## src/rtl/nld_pkg.sv

```systemverilog
package nld_pkg;

   localparam int MODE_W    = 2;
   localparam int NUM_MODES = 1 << MODE_W;

   typedef enum logic [MODE_W-1:0] {
      NL_OFF = 2'b00,
      NL_HI  = 2'b01,
      NL_MID = 2'b10,
      NL_LO  = 2'b11
   } nl_mode_e;

   // Rounded fraction of full scale, fraction given in parts per million.
   function automatic longint unsigned thr_calc(input longint unsigned full_scale,
                                                input longint unsigned ppm);
      longint unsigned prod;
      prod = full_scale * ppm + 64'd500000;
      return prod / 64'd1000000;
   endfunction

endpackage

```

## src/rtl/nld_thresh_sel.sv

```systemverilog
module nld_thresh_sel #(
   parameter int unsigned SMP_W      = 24,
   parameter int unsigned FULL_SCALE = 838861,
   parameter int unsigned PPM_HI     = 150,
   parameter int unsigned PPM_MID    = 75,
   parameter int unsigned PPM_LO     = 37
) (
   input  logic [nld_pkg::MODE_W-1:0] mode,
   output logic [SMP_W-1:0]           thr,
   output logic                       det_on
);
   import nld_pkg::*;

   localparam longint unsigned MAG_LIMIT = 64'd1 << (SMP_W - 1);

   logic [SMP_W-1:0] thr_tab [NUM_MODES];

   for (genvar k = 0; k < NUM_MODES; k++) begin : g_thr
      if (k == 0) begin : g_off
         assign thr_tab[k] = '0;
      end else begin : g_on
         localparam longint unsigned PPM_K =
            (k == 1) ? PPM_HI : (k == 2) ? PPM_MID : PPM_LO;
         localparam longint unsigned THR_K = thr_calc(FULL_SCALE, PPM_K);
         if (THR_K == 0 || THR_K >= MAG_LIMIT) begin : g_bad
            $error("nld_thresh_sel: threshold for mode %0d out of range", k);
         end
         assign thr_tab[k] = SMP_W'(THR_K);
      end
   end

   if (FULL_SCALE >= MAG_LIMIT) begin : g_bad_fs
      $error("nld_thresh_sel: FULL_SCALE does not fit SMP_W");
   end

   assign thr    = thr_tab[mode];
   assign det_on = (mode != NL_OFF);

endmodule

```

## src/rtl/nld_mag_cmp.sv

```systemverilog
module nld_mag_cmp #(
   parameter int unsigned SMP_W = 24
) (
   input  logic [SMP_W-1:0] smp,
   input  logic [SMP_W-1:0] thr,
   input  logic             det_on,
   output logic             below
);
   logic [SMP_W-1:0] mag;

   // Two's complement magnitude; the most negative code maps to 2^(W-1),
   // which still fits the unsigned width.
   always_comb begin
      if (smp[SMP_W-1]) mag = (~smp) + 1'b1;
      else              mag = smp;
   end

   assign below = det_on && (mag < thr);

   always_comb begin
      if (!det_on) assert (!below);
   end

endmodule

```

## src/rtl/nld_status.sv

```systemverilog
module nld_status (
   input  logic clk,
   input  logic rst_n,
   input  logic set_req,
   input  logic st_wr,
   input  logic st_wdata,
   input  logic irq_en,
   output logic nl_flag,
   output logic irq
);
   logic clr_req;

   assign clr_req = st_wr && st_wdata;

   always_ff @(posedge clk or negedge rst_n) begin
      if (!rst_n)        nl_flag <= 1'b0;
      else if (set_req)  nl_flag <= 1'b1;
      else if (clr_req)  nl_flag <= 1'b0;
   end

   assign irq = nl_flag && irq_en;

   AST_FLAG_STICKY: assert property (@(posedge clk) disable iff (!rst_n)
      (nl_flag && !clr_req) |=> nl_flag);
   AST_SET_WINS: assert property (@(posedge clk) disable iff (!rst_n)
      set_req |=> nl_flag);
   AST_IRQ_NEEDS_FLAG: assert property (@(posedge clk) disable iff (!rst_n)
      irq |-> nl_flag);

endmodule

```

## src/rtl/creep_guard.sv

```systemverilog
module creep_guard #(
   parameter int unsigned SMP_W      = 24,
   parameter int unsigned FULL_SCALE = 838861,
   parameter int unsigned PPM_HI     = 150,
   parameter int unsigned PPM_MID    = 75,
   parameter int unsigned PPM_LO     = 37
) (
   input  logic             clk,
   input  logic             rst_n,
   input  logic             smp_valid,
   input  logic [SMP_W-1:0] smp_data,
   input  logic [1:0]       mode,
   input  logic             st_wr,
   input  logic             st_wdata,
   input  logic             irq_en,
   output logic             acc_valid,
   output logic             acc_en,
   output logic             nl_flag,
   output logic             irq
);
   import nld_pkg::*;

   if (SMP_W < 8 || SMP_W > 48) begin : g_bad_w
      $error("creep_guard: SMP_W must lie in 8..48");
   end

   logic [SMP_W-1:0] thr;
   logic             det_on;
   logic             below;
   logic             set_req;

   nld_thresh_sel #(
      .SMP_W(SMP_W), .FULL_SCALE(FULL_SCALE),
      .PPM_HI(PPM_HI), .PPM_MID(PPM_MID), .PPM_LO(PPM_LO)
   ) u_thr (
      .mode   (mode),
      .thr    (thr),
      .det_on (det_on)
   );

   nld_mag_cmp #(.SMP_W(SMP_W)) u_cmp (
      .smp    (smp_data),
      .thr    (thr),
      .det_on (det_on),
      .below  (below)
   );

   assign set_req = smp_valid && below;

   nld_status u_st (
      .clk      (clk),
      .rst_n    (rst_n),
      .set_req  (set_req),
      .st_wr    (st_wr),
      .st_wdata (st_wdata),
      .irq_en   (irq_en),
      .nl_flag  (nl_flag),
      .irq      (irq)
   );

   always_ff @(posedge clk or negedge rst_n) begin
      if (!rst_n) begin
         acc_valid <= 1'b0;
         acc_en    <= 1'b0;
      end else begin
         acc_valid <= smp_valid;
         acc_en    <= smp_valid && !below;
      end
   end

   AST_EN_NEEDS_VALID: assert property (@(posedge clk) disable iff (!rst_n)
      acc_en |-> acc_valid);
   AST_VALID_FOLLOWS: assert property (@(posedge clk) disable iff (!rst_n)
      smp_valid |=> acc_valid);
   AST_NO_SPURIOUS_VALID: assert property (@(posedge clk) disable iff (!rst_n)
      !smp_valid |=> !acc_valid);
   AST_OFF_ACCUMULATES: assert property (@(posedge clk) disable iff (!rst_n)
      (smp_valid && mode == NL_OFF) |=> acc_en);
   AST_BLOCKED_FLAGS: assert property (@(posedge clk) disable iff (!rst_n)
      (acc_valid && !acc_en) |-> nl_flag);
   AST_CLEAR_WORKS: assert property (@(posedge clk) disable iff (!rst_n)
      (st_wr && st_wdata && !smp_valid) |=> !nl_flag);

endmodule

```

## config.mk

```make
export PLATFORM = sky130hd
export DESIGN_NAME = creep_guard
export DESIGN_NICKNAME = d
export VERILOG_FILES = /design/src/rtl/nld_pkg.sv /design/src/rtl/nld_thresh_sel.sv /design/src/rtl/nld_mag_cmp.sv /design/src/rtl/nld_status.sv /design/src/rtl/creep_guard.sv
export SDC_FILE = /design/constraint.sdc
export NUM_CORES = 1
export LEC_CHECK = 0
export ABC_AREA = 1
export BUFFER_PORTS_ARGS = -buffer_cell sky130_fd_sc_hd__buf_2
export CAP_MARGIN = 20
export CORE_ASPECT_RATIO = 1.25
export CORE_MARGIN = 5
export CORE_UTILIZATION = 50
export DETAILED_ROUTE_END_ITERATION = 7
export PLACE_DENSITY = 0.79
export SLEW_MARGIN = 20
export SYNTH_ARGS = -nofsm -noshare
export SYNTH_HDL_FRONTEND = slang
export SYNTH_SLANG_ARGS = --single-unit
export TNS_END_PERCENT = 30
```

## constraint.sdc

```tcl
create_clock -name clk -period 0.8 [get_ports clk]
set_input_delay 0.04 -clock clk [delete_from_list [all_inputs] [get_ports clk]]
set_output_delay 0.04 -clock clk [all_outputs]
set_load 0.005 [all_outputs]
```

# Word level (Yosys, flattened, before mapping)
# Index checks and enable logic that the tools add are counted.
# W data, S select, Z words.
[totals] output_inout_bits=4 n_memories=0 elab_cells=22 register_bits=3 latch_bits=0 ram_bits=0 rom_bits=0 inputBits=32
[op_classes] n_mux=6 n_shift=0 bitwise_logic=2 reduce_logical=8 div=0 multipliers=0 add_sub_neg=1 order_cmp=2 eq_ne=0
[op_table] operator="$mux W24" count=3
[op_table] operator="$bmux W24 S2" count=1
[op_table] operator="$add A24 B1 Y24 const B" count=1
[op_table] operator="$lt A24 B24 Y1" count=1
[op_table] operator="$not A24 Y24" count=1
[op_table] operator="$logic_and A1 B1 Y1" count=5
[op_table] operator="$reduce_bool A2 Y1" count=2
[op_table] operator="$ge A3 B3 Y1 const B" count=1
[op_table] operator="$not A2 Y3" count=1
[op_table] operator="$mux W1" count=2
[op_table] operator="$logic_not A1 Y1" count=1

# Longest topological paths before layout
[logic_depth] depth_word=8 depth_mapped=15 ltp_nobuf=15

# Cells and area by module
# Synthesis repeated with hierarchy kept, for this count alone.
[unflattened] hier_cells=280 hier_area_um2=1626.6
[modules_own_cells] mod="nld_mag_cmp" cells_per_inst=239 area_each_um2=1306.3 instances=1 seq_area_each_um2=0.0
[modules_own_cells] mod="nld_thresh_sel" cells_per_inst=28 area_each_um2=205.2 instances=1 seq_area_each_um2=0.0
[modules_own_cells] mod="creep_guard" cells_per_inst=6 area_each_um2=67.6 instances=1 seq_area_each_um2=50.0
[modules_own_cells] mod="nld_status" cells_per_inst=7 area_each_um2=47.5 instances=1 seq_area_each_um2=25.0

# Worst setup path before layout
# No wires, ideal clock.
[synth_timing] kind="input to register" startpoint="in smp_data[23]" endpoint="reg acc_en" n_path_buf=2 setup_slack_ns=-0.848 cell_stages=13 setup_time_ns=0.113 arrival_time_ns=1.536 required_time_ns=0.687 cell_sequence="buf_4 clkbuf_1 nand2_1 xor2_1 ha_1 a21oi_1 nand2_1 nand3_1 a21boi_0 nor2_1 nand3_1 nand2_1 inv_1"
[synth_between] elab_chain_cells=7
[synth_lines] element="start, declared" line="creep_guard.sv:11" rtl="input logic [SMP_W-1:0] smp_data,"
[synth_lines] element="$not A24 Y24" line="nld_mag_cmp.sv:14" rtl="if (smp[SMP_W-1]) mag = (~smp) + 1'b1;"
[synth_lines] element="$add A24 B1 Y24" line="nld_mag_cmp.sv:14"
[synth_lines] element="$mux W24 *" line="nld_mag_cmp.sv:14"
[synth_lines] element="$lt A24 B24 Y1 *" line="nld_mag_cmp.sv:18" rtl="assign below = det_on && (mag < thr);"
[synth_lines] element="$logic_and A1 B1 Y1 *" line="nld_mag_cmp.sv:18"
[synth_lines] element="$logic_not A1 Y1 *" line="creep_guard.sv:67" rtl="acc_en <= smp_valid && !below;"
[synth_lines] element="$logic_and A1 B1 Y1 *" line="creep_guard.sv:67"
[synth_lines] element="end signal, assigned" line="creep_guard.sv:67"
[synth_lines] element="end, declared" line="creep_guard.sv:17" rtl="output logic acc_en,"
# Every way passes the cells marked *; elsewhere a longest branch is shown, timed or not.
# A chain may end at the register's enable or synchronous reset.

# Worst setup path in the final report
[layout_timing] startpoint="in smp_data[4]" endpoint="reg acc_en"
# Same word-level chain as after synthesis.

==> impl_metrics.env <==
export IMPL_wire_per_inst_um=11.74
export IMPL_die_area_sq_mm=0.003335
export IMPL_ios=36
export IMPL_clk_path_buf_depth=2
export IMPL_drcViolationCount=0
export IMPL_period_share=1.740
export IMPL_cp_arrival_ns=1.53
export IMPL_r2r_cells=2
export IMPL_synth_seq_cells=3
export IMPL_clkLatencyLatePin_ns=0.24
export IMPL_synth_nets=270
export IMPL_timing_final_ws_setup_ns=-0.5918
export IMPL_p_leak_nw=1.056
export IMPL_worstSetupEndpoint="acc_en$_DFF_PN0_"
export IMPL_hold_viol_final=0
export IMPL_overflow=0
export IMPL_gp_congestion=0.9093
export IMPL_fillers=171
export IMPL_vias_per_cell=5.012
export IMPL_synth_area_sq_mm=0.001137
export IMPL_p_int_w=0.0007293
export IMPL_initial_core_util=0.5200
export IMPL_endpoint_kind="flip-flop"
export IMPL_rrSetupSlack_ns=0.17
export IMPL_vias=1699
export IMPL_layout_nets=351
export IMPL_cts_root_buf="clkbuf_4"
export IMPL_final_area_sq_mm=0.001841
export IMPL_r2r_end="u_st.nl_flag$_DFFE_PN0P_"
export IMPL_min_delay_start="smp_valid"
export IMPL_pwr_share_seq=0.126
export IMPL_dr_pass1_iters=4
export IMPL_avgSynthCellArea_sq_um=4.988
export IMPL_clkPwrFrac=0.221
export IMPL_drv_cap=0
export IMPL_hold_path_class="primary input to flip-flop"
export IMPL_seq_area_frac_synth=0.06601
export IMPL_crit_start="smp_data[4]"
export IMPL_numCtsBuffers=3
export IMPL_dieHeight_um=63.33
export IMPL_dp_hpwl_um=2740
export IMPL_core_area_sq_mm=0.002187
export IMPL_gr_usage_all_layers=0.2329
export IMPL_setup_violations_final=3
export IMPL_grt_pass1_wl_um=6292
export IMPL_dpl_worst_slack_ns=-0.9565
export IMPL_antenna_found_initial=0
export IMPL_crit_top_cell="nand2_1"
export IMPL_combPwrFrac=0.653
export IMPL_tightest_slew_ns=0.3124
export IMPL_layout_common_cells="nand2_1, buf_4, buf_2"
export IMPL_drive_gt1_frac=0.3734
export IMPL_critPathBufInv=4
export IMPL_r2r_start="u_st.nl_flag$_DFFE_PN0P_"
export IMPL_syn_inst=228
export IMPL_ir_drop_v=0.0006021
export IMPL_yosysWarnings=0
export IMPL_drtIter0Drc=51
export IMPL_drtAntennaViolNets=0
export IMPL_die_w_um=52.66
export IMPL_diodes=0
export IMPL_fp_row_count=19
export IMPL_critPathKind="primary input to flip-flop"
export IMPL_max_slew_margin=0.7896
export IMPL_cp_slowest_cell="nor2_1"
export IMPL_status="finished with violations"
export IMPL_slew_violations=0
export IMPL_cp_top_family="simple AND/OR/NAND/NOR gates"
export IMPL_failed_checks="negative setup slack"
export IMPL_htreeDepth=1
export IMPL_final_common_cell="nand2_1"
export IMPL_post_dp_cell_area_sq_mm=0.001610
export IMPL_path_depth=16
export IMPL_cts_clk_slew_worst_paths_ns=0.04
export IMPL_p_per_area_mw_per_mm2=681.4
export IMPL_crit_path_max_incr_delay_ns=0.21
export IMPL_yosysUniqueCellTypes=21
export IMPL_cp_start_kind="primary input"
export IMPL_cts_sinks=3
export IMPL_fin_tns_setup_ns=-1.215
export IMPL_syn_to_final_growth_pct=61.83
export IMPL_switchingPower_w=0.0005248
export IMPL_cts_tree="yes"
export IMPL_crit_chain="buf_2 -> inv_1 -> nand2_1 -> buf_4 -> nor2_1 -> nand2_1 -> nand2_1 -> nand2_1 -> nand2_1 -> nand2_1 -> nor2_1 -> nand2_1 -> nor2_2 -> nand3_1 -> nand2_1 -> inv_1"
export IMPL_io_buffers=35
export IMPL_rsz0062_at_grt="true"
export IMPL_cp_required_ns=0.93
export IMPL_min_period_ns=1.392
export IMPL_totalWireLength_um=3980
export IMPL_fin_skew_ns=0
export IMPL_fmax_mhz=718.5
export IMPL_path_max_fanout=3
export IMPL_grt_pass1_vias=1649
export IMPL_grt_max_degree=19
export IMPL_netSwitchingFraction=0.4185
-- cell families after synthesis --
logic type	synth area share
buffers and inverters	0.1298
AO/OA/AOI/OAI	0.07261
flip-flops	0.06600
adder cells (fa/ha/maj)	0.1100
AND/OR/NAND/NOR	0.5831
XOR/XNOR	0.03850
-- power groups by stage --
| stage | Sequential [W] | Combinational, W | Clock, W |
|---|---|---|---|
| after floorplan | 0.000162 | 0.000365 | 0 |
| after global placement | 0.000161 | 0.000647 | 0 |
| after detailed placement | 0.000160 | 0.000668 | 0 |
| after CTS | 0.000158 | 0.000757 | 0.000275 |
| after global routing | 0.000159 | 0.000913 | 0.000296 |
| final | 0.000158 | 0.000818 | 0.000277 |
-- stage by stage --
step	hold slack [ns]	util	std cells	total power (W)
after floorplan	-0.2556	-	228	0.0005272
after global placement	-0.1654	0.7363	327	0.0008073
after detailed placement	-0.1613	0.7363	327	0.0008288
after CTS	0.02488	0.8146	337	0.001191
after global routing	0.06133	0.8415	339	0.001369
final	0.02127	0.8415	339	0.001254
-- worst register-to-register path: stages (launching register included) --
cell,delay (ns)
dfrtp_1,0.38
nand2_1,0.08
nand2_1,0.05
-- synth_stat cells (all sizes together) --
cell type	n	area, sq um
a21boi	1	7.510
a21oi	4	20.02
buf	2	12.51
clkbuf	1	3.750
clkinv	1	3.750
dfrtp	3	75.07
ha	10	125.1
inv	34	127.6
nand2	86	337.8
nand3	24	120.1
nand3b	2	15.01
nand4	5	31.28
nor2	39	158.9
o21ai	11	55.05
xor2	5	43.79
-- repair_timing --
action | CTS | global route
hold buffers | 2 | 0
gates cloned | 1 | 0
endpoints found under the hold margin | 4 | 0
pin swaps | 20 | 22
setup buffers | 3 | 2
endpoints found under the setup margin | 3 | 4
gates resized for setup | 25 | 14
-- state kept, by name, summed over array words and instances, names as in the netlist --
register	count
acc_en	1
acc_valid	1
u_st.nl_flag	1
-- worst min-delay path by stage --
| stage | endpoint | slack [ns] | cells after the start |
|---|---|---|---|
| after global routing | acc_en$_DFF_PN0_ | 0.06 | 3 |
| after global placement | acc_valid$_DFF_PN0_ | -0.17 | 1 |
| final | acc_en$_DFF_PN0_ | 0.02 | 3 |
| after detailed placement | acc_valid$_DFF_PN0_ | -0.16 | 1 |
| after CTS | acc_en$_DFF_PN0_ | 0.02 | 3 |
| after floorplan | acc_en$_DFF_PN0_ | -0.26 | 0 |
-- layout make-up --
class | count | area (sq um) | area share
multi-input combinational | 188 | 1022 | 0.5554
timing repair buffer | 78 | 536.8 | 0.2916
inverter | 35 | 141.4 | 0.07682
sequential | 3 | 75.07 | 0.04079
clock buffer | 4 | 26.28 | 0.01428
tap | 31 | 38.79 | 0.02107
-- routing by layer --
layer | track usage | vias up | share of wire
met4 | 0.07348 | 0 | 0.023
met2 | 0.4565 | 49 | 0.57
met3 | 0.007075 | 11 | 0.027
met1 | 0.2532 | 768 | 0.38
met5 | 0 | - | 0
li1 | - | 871 | -
(Power assumes the default switching activity.)
